**config.mk**
```make
export PLATFORM = sky130hd
export DESIGN_NAME = susp_mod_gen
export DESIGN_NICKNAME = d
export VERILOG_FILES = /design/src/rtl/susp_mod_pkg.sv /design/src/rtl/susp_tick_gen.sv /design/src/rtl/susp_regs.sv /design/src/rtl/susp_speedup_timer.sv /design/src/rtl/susp_phase_engine.sv /design/src/rtl/susp_mod_gen.sv
export SDC_FILE = /design/constraint.sdc
export NUM_CORES = 1
export LEC_CHECK = 0
export BUFFER_PORTS_ARGS = -buffer_cell sky130_fd_sc_hd__buf_2
export CORE_MARGIN = 2
export CORE_UTILIZATION = 30
export CTS_CLUSTER_DIAMETER = 50
export DETAILED_ROUTE_END_ITERATION = 10
export PLACE_DENSITY_LB_ADDON = 0.3
export SLEW_MARGIN = 30
export SYNTH_ARGS = -nofsm -noshare
export SYNTH_HDL_FRONTEND = slang
export SYNTH_SLANG_ARGS = --single-unit
```
**constraint.sdc**
```tcl
create_clock -name clk -period 2.3 [get_ports clk]
set_input_delay 0.23 -clock clk [delete_from_list [all_inputs] [get_ports clk]]
set_output_delay 0.23 -clock clk [all_outputs]
set_load 0.1 [all_outputs]
```
**src/rtl/susp_mod_pkg.sv**
```systemverilog
package susp_mod_pkg;
    localparam int REG_W   = 8;
    localparam int NUM_SPD = 2;

    typedef logic [REG_W-1:0] byte_t;

    localparam byte_t ADR_PME     = 8'h80;
    localparam byte_t ADR_IRQ_MS  = 8'h8C;
    localparam byte_t ADR_VID_MS  = 8'h8D;
    localparam byte_t ADR_OFF     = 8'h94;
    localparam byte_t ADR_ON      = 8'h95;
    localparam byte_t ADR_CFG     = 8'h96;

    localparam int CFG_EN_BIT  = 0;
    localparam int PME_IRQ_BIT = 3;
    localparam int PME_VID_BIT = 4;

    typedef enum logic [1:0] {PH_IDLE, PH_ON, PH_OFF} phase_e;

    typedef struct packed {
        byte_t pme;
        byte_t irq_ms;
        byte_t vid_ms;
        byte_t off_cnt;
        byte_t on_cnt;
        byte_t cfg;
    } regs_t;

    // Choose the next phase, preferring 'pref' and skipping zero counts.
    function automatic phase_e pick_phase(phase_e pref, byte_t on_c, byte_t off_c);
        if (pref == PH_OFF) begin
            if (off_c != '0) return PH_OFF;
            if (on_c  != '0) return PH_ON;
        end else begin
            if (on_c  != '0) return PH_ON;
            if (off_c != '0) return PH_OFF;
        end
        return PH_IDLE;
    endfunction
endpackage

```
**src/rtl/susp_tick_gen.sv**
```systemverilog
module susp_tick_gen #(
    parameter int CLKS_PER_TICK = 4000
) (
    input  logic clk,
    input  logic rst,
    output logic tick
);
    localparam int W = (CLKS_PER_TICK > 1) ? $clog2(CLKS_PER_TICK) : 1;
    localparam logic [W-1:0] LAST = W'(CLKS_PER_TICK - 1);

    logic [W-1:0] cnt;

    assign tick = (cnt == LAST);

    always_ff @(posedge clk) begin
        if (rst || tick) cnt <= '0;
        else             cnt <= cnt + 1'b1;
    end
endmodule

```
**src/rtl/susp_regs.sv**
```systemverilog
module susp_regs
    import susp_mod_pkg::*;
(
    input  logic  clk,
    input  logic  rst,
    input  logic  wr_en,
    input  byte_t addr,
    input  byte_t wr_data,
    output byte_t rd_data,
    output regs_t regs
);
    always_ff @(posedge clk) begin
        if (rst) begin
            regs <= '0;
        end else if (wr_en) begin
            case (addr)
                ADR_PME:    regs.pme     <= wr_data;
                ADR_IRQ_MS: regs.irq_ms  <= wr_data;
                ADR_VID_MS: regs.vid_ms  <= wr_data;
                ADR_OFF:    regs.off_cnt <= wr_data;
                ADR_ON:     regs.on_cnt  <= wr_data;
                ADR_CFG:    regs.cfg     <= wr_data;
                default: ;
            endcase
        end
    end

    always_comb begin
        case (addr)
            ADR_PME:    rd_data = regs.pme;
            ADR_IRQ_MS: rd_data = regs.irq_ms;
            ADR_VID_MS: rd_data = regs.vid_ms;
            ADR_OFF:    rd_data = regs.off_cnt;
            ADR_ON:     rd_data = regs.on_cnt;
            ADR_CFG:    rd_data = regs.cfg;
            default:    rd_data = '0;
        endcase
    end
endmodule

```
**src/rtl/susp_speedup_timer.sv**
```systemverilog
module susp_speedup_timer
    import susp_mod_pkg::*;
#(
    parameter int TICKS_PER_MS = 31
) (
    input  logic  clk,
    input  logic  rst,
    input  logic  tick,
    input  logic  arm_en,
    input  logic  trigger,
    input  byte_t load_ms,
    output logic  active
);
    localparam int SW = (TICKS_PER_MS > 1) ? $clog2(TICKS_PER_MS) : 1;
    localparam logic [SW-1:0] SLAST = SW'(TICKS_PER_MS - 1);

    byte_t         ms_left;
    logic [SW-1:0] sub;

    assign active = (ms_left != '0);

    always_ff @(posedge clk) begin
        if (rst || !arm_en) begin
            ms_left <= '0;
            sub     <= '0;
        end else if (trigger) begin
            ms_left <= load_ms;
            sub     <= '0;
        end else if (tick && active) begin
            if (sub == SLAST) begin
                sub     <= '0;
                ms_left <= ms_left - 1'b1;
            end else begin
                sub <= sub + 1'b1;
            end
        end
    end
endmodule

```
**src/rtl/susp_phase_engine.sv**
```systemverilog
module susp_phase_engine
    import susp_mod_pkg::*;
(
    input  logic  clk,
    input  logic  rst,
    input  logic  tick,
    input  logic  mod_en,
    input  byte_t on_cnt,
    input  byte_t off_cnt,
    output logic  susp_n
);
    phase_e state;
    phase_e nxt;
    byte_t  left;
    logic   boundary;

    assign boundary = (state == PH_IDLE) || (left == 8'd1);
    assign nxt      = pick_phase((state == PH_ON) ? PH_OFF : PH_ON, on_cnt, off_cnt);
    assign susp_n   = (state != PH_ON);

    always_ff @(posedge clk) begin
        if (rst || !mod_en) begin
            state <= PH_IDLE;
            left  <= '0;
        end else if (tick) begin
            if (boundary) begin
                state <= nxt;
                left  <= (nxt == PH_ON)  ? on_cnt :
                         (nxt == PH_OFF) ? off_cnt : '0;
            end else begin
                left <= left - 1'b1;
            end
        end
    end
endmodule

```
**src/rtl/susp_mod_gen.sv**
```systemverilog
module susp_mod_gen
    import susp_mod_pkg::*;
#(
    parameter int CLKS_PER_TICK = 4000,
    parameter int TICKS_PER_MS  = 31
) (
    input  logic       clk,
    input  logic       rst,
    input  logic       wr_en,
    input  logic [7:0] addr,
    input  logic [7:0] wr_data,
    output logic [7:0] rd_data,
    input  logic       irq_event,
    input  logic       vid_event,
    output logic       susp_n
);
    regs_t               regs;
    logic                base_tick;
    logic                cfg_en;
    logic                mod_en;
    byte_t               on_cnt;
    logic [NUM_SPD-1:0]  spd_arm;
    logic [NUM_SPD-1:0]  spd_evt;
    logic [NUM_SPD-1:0]  spd_trig;
    logic [NUM_SPD-1:0]  spd_active;
    byte_t               spd_ms [NUM_SPD];

    susp_tick_gen #(.CLKS_PER_TICK(CLKS_PER_TICK)) u_tick (
        .clk(clk), .rst(rst), .tick(base_tick)
    );

    susp_regs u_regs (
        .clk(clk), .rst(rst), .wr_en(wr_en), .addr(addr),
        .wr_data(wr_data), .rd_data(rd_data), .regs(regs)
    );

    assign spd_arm   = {regs.pme[PME_VID_BIT], regs.pme[PME_IRQ_BIT]};
    assign spd_evt   = {vid_event, irq_event};
    assign spd_trig  = spd_evt & spd_arm;
    assign spd_ms[0] = regs.irq_ms;
    assign spd_ms[1] = regs.vid_ms;

    for (genvar i = 0; i < NUM_SPD; i++) begin : g_spd
        susp_speedup_timer #(.TICKS_PER_MS(TICKS_PER_MS)) u_tmr (
            .clk(clk), .rst(rst), .tick(base_tick), .arm_en(spd_arm[i]),
            .trigger(spd_trig[i]), .load_ms(spd_ms[i]), .active(spd_active[i])
        );
    end

    assign cfg_en = regs.cfg[CFG_EN_BIT];
    assign mod_en = cfg_en && (spd_active == '0);
    assign on_cnt = regs.on_cnt;

    susp_phase_engine u_eng (
        .clk(clk), .rst(rst), .tick(base_tick), .mod_en(mod_en),
        .on_cnt(on_cnt), .off_cnt(regs.off_cnt), .susp_n(susp_n)
    );
endmodule

```
==> impl_metrics.yaml <==
global_route:
  antenna_found_initial: 0
  grt_use_met3: 0.04194
  first_global_vias: 4118
  grt_util_met2: 0.2512
  grt_max_degree: 31
  grt_pass1_wl_um: 21300
  grt.busiest_layer: "met2"
  grtUsageMet1: 0.2154
  grt-ovfl-total: 0
  grt_usage: 0.1606
detailed_routing:
  drt-initial-drc-count: 325
  drc: 0
  wl_per_cell_um: 15.99
  dr_total_vias: 4273
  ant_nets: 0
  finalWirelength_um: 13210
  dr.pass1.iters: 5
  routed_via_density: 5.173
clock_tree:
  cts_buffers: 9
  clock_path_buffers: 2
  clock-root-buffer: "clkbuf_16"
  clk_latency_ns: 0.35
  hold_buffers: 0
  cts_setup_buffers: 0
  post_cts_resized: 0
  path_clk_slew_ns: 0.07
  cts.sinks: 96
  cts_tree: "built"
  cts_max_level: 3
floorplanning:
  row_count: 46
  die_w_um: 130.8
  die-area_mm2: 0.01712
  start_util: 0.3049
  num_io_pins: 30
  dieHeight_um: 130.8
  fp.coreArea_mm2: 0.01583
sta:
  slew_violations: 0
  rsz0062_at_grt: "no"
  final-hold-violation-count: 0
  tns_ns: 0
  period_share: 0.9084
  tightest_slew_ns: 0.6023
  layout_min_cycle_time_ns: 2.089
  slew_headroom: 0.5985
  finalSetupViolCount: 0
  fmax_mhz: 478.6
  finalClockSkew_ns: 0.007286
setup_path:
  worstSetupStartpointType: "flip-flop"
  r2r_cells: 7
  reg2reg_slack_ns: 0.21
  required_ns: 2.58
  critPathKind: "reg2reg"
  arrival_ns: 2.37
  crit_end: "u_eng.left[7]"
  timing.rr.end: "u_eng.left[7]"
  r2r_start: "u_eng.left[1]"
  cp_max_fo: 7
  crit_start: "u_eng.left[1]"
  end_kind: "flip-flop"
synth:
  synth_top_area_cell: "dfxtp_1"
  synthFlopType: "dfxtp_1"
  synth_area_mm2: 0.004826
  yosysTopAreaCellShare: 0.3982
  netlist-cell-type-count: 51
  yosysWarnings: 0
  ys_ff_latch: 96
  async_flop_share: 0
  synth_enable_flop_cells: 0
  avgSynthCellArea_um2: 8.466
  ys_top_cells_by_area: "dfxtp_1 (40%), mux2i_1 (6.8%), nor2_1 (5.4%)"
  ys_seq_area_frac: 0.3982
  syn_inst: 570
  synth_nets: 602
finish:
  finalNetCount: 637
  final_cell_mix: "dfxtp_1 (96), nor2_1 (70), nand2_1 (59)"
  fillers: 1626
  antenna_cells: 0
  area_growth_pct: 18.93
  post-route-util: 0.3626
  final_common_cell: "dfxtp_1"
  drive_above_1_share: 0.1475
hold_path:
  hold_class: "in2reg"
outcome:
  status: "finished, final reports clean"
place:
  portBuffers: 29
  gp_congestion: 0.8183
  dp_hpwl_um: 9659
power:
  max-vdd-ir-drop_mv: 0.3715
  powerDensity_mw_per_mm2: 582.2
  p_leak_nw: 2.137
flow_run:
  drv_cap: 0
[worst min-delay path by stage]
stage          slack, ns                         to       startpoint  cells after the start
2_1_floorplan       0.37             u_regs.regs[0]       wr_data[0]                      2
3_3_place_gp        0.44            u_regs.regs[46]  u_regs.regs[46]                      2
3_5_place_dp        0.45            u_regs.regs[46]  u_regs.regs[46]                      2
4_1_cts             0.16  g_spd[1].u_tmr.ms_left[1]        vid_event                      3
5_1_grt             0.17  g_spd[1].u_tmr.ms_left[1]        vid_event                      3
6_report            0.16  g_spd[1].u_tmr.ms_left[1]        vid_event                      3
[logic make-up after synthesis]
logic type,count (synthesis),synth area share
and+or+nand+nor,247,0.2647
AOI/OAI and AO/OA,111,0.1480
DFF,96,0.3982
buffers and inverters,40,0.03344
muxes,34,0.07078
xor gates and xnor gates,31,0.05626
adders and majority gates,11,0.02852
[critical path: stages (launching register included)]
cell and delay, ns:
dfxtp_1 0.42, inv_1 0.11, ha_1 0.18, nor4b_1 0.15, a21oi_1 0.51, nand2_1 0.15, or3_1 0.35, a31oi_1 0.16
[sequential cells by signal (all words and copies together), names as in the netlist]
name,flops
u_regs.regs,48
g_spd.u_tmr.ms_left,16
u_tick.cnt,12
g_spd.u_tmr.sub,10
u_eng.left,8
u_eng.state,2
[cell type report]
type,instances,area [µm²],area share
multi-input cells,434,2754,0.4798
flip-flops and latches,96,1922,0.3349
repair buffers,53,445.4,0.07761
well taps,216,270.3,0.04709
clock buffers,10,239.0,0.04164
clock inverters,6,67.56,0.01177
inverters,11,41.29,0.007194
[per-stage QoR]
step | area [µm²] | power [W] | hold slack [ns] | setup WS (ns) | std cells
after floorplan | 4837 | 0.001764 | 0.3739 | 0.03791 | 570
after global placement | 5433 | 0.001818 | 0.4437 | 0.2387 | 810
after detailed placement | 5433 | 0.001822 | 0.4525 | 0.2226 | 810
after CTS | 5739 | 0.003378 | 0.1639 | 0.2124 | 826
after global routing | 5739 | 0.003448 | 0.1749 | 0.05109 | 826
final | 5739 | 0.003342 | 0.1648 | 0.2107 | 826
[report_power, final]
group	leakage, nW	total (W)	switching (W)	internal [W]
sequential	0.773	0.00167	0.00000544	0.00167
combinational	1.22	0.000112	0.0000769	0.0000350
clock	0.145	0.00156	0.000681	0.000877
total	2.14	0.00334	0.000763	0.00258
[synthesized netlist by cell type, types with 2 or more instances]
| cell type | n |
|---|---|
| o21ai_0 | 24 |
| a31oi_1 | 5 |
| nand2_1 | 60 |
| a2bb2oi_1 | 3 |
| dfxtp_1 | 96 |
| nand2b_1 | 3 |
| inv_1 | 11 |
| nor4b_1 | 4 |
| a211oi_1 | 6 |
| or4_1 | 3 |
| nor4_1 | 7 |
| nand4_1 | 10 |
| nand3_1 | 44 |
| nand3_2 | 2 |
| or3_1 | 4 |
| ha_1 | 11 |
| a21o_1 | 3 |
| clkbuf_1 | 21 |
| mux2i_1 | 33 |
| a22oi_1 | 3 |
| buf_1 | 4 |
| nor3_2 | 3 |
| xor2_1 | 20 |
| nor3_1 | 10 |
| a21oi_1 | 40 |
| and3_1 | 7 |
| buf_2 | 3 |
| nor4b_4 | 2 |
| nor2b_1 | 3 |
| a221oi_1 | 3 |
| a22o_1 | 13 |
| nand4b_1 | 5 |
| a221o_1 | 7 |
| xnor2_1 | 11 |
| nor2_1 | 70 |
[routing by layer]
layer / vias to the layer above / routed length [µm]
met1: 2029 / 6163
met5: - / 0
met2: 104 / 6144
met3: 14 / 666
li1: 2126 / -
met4: 0 / 231
Note: power is estimated with default switching activity, not from simulation.
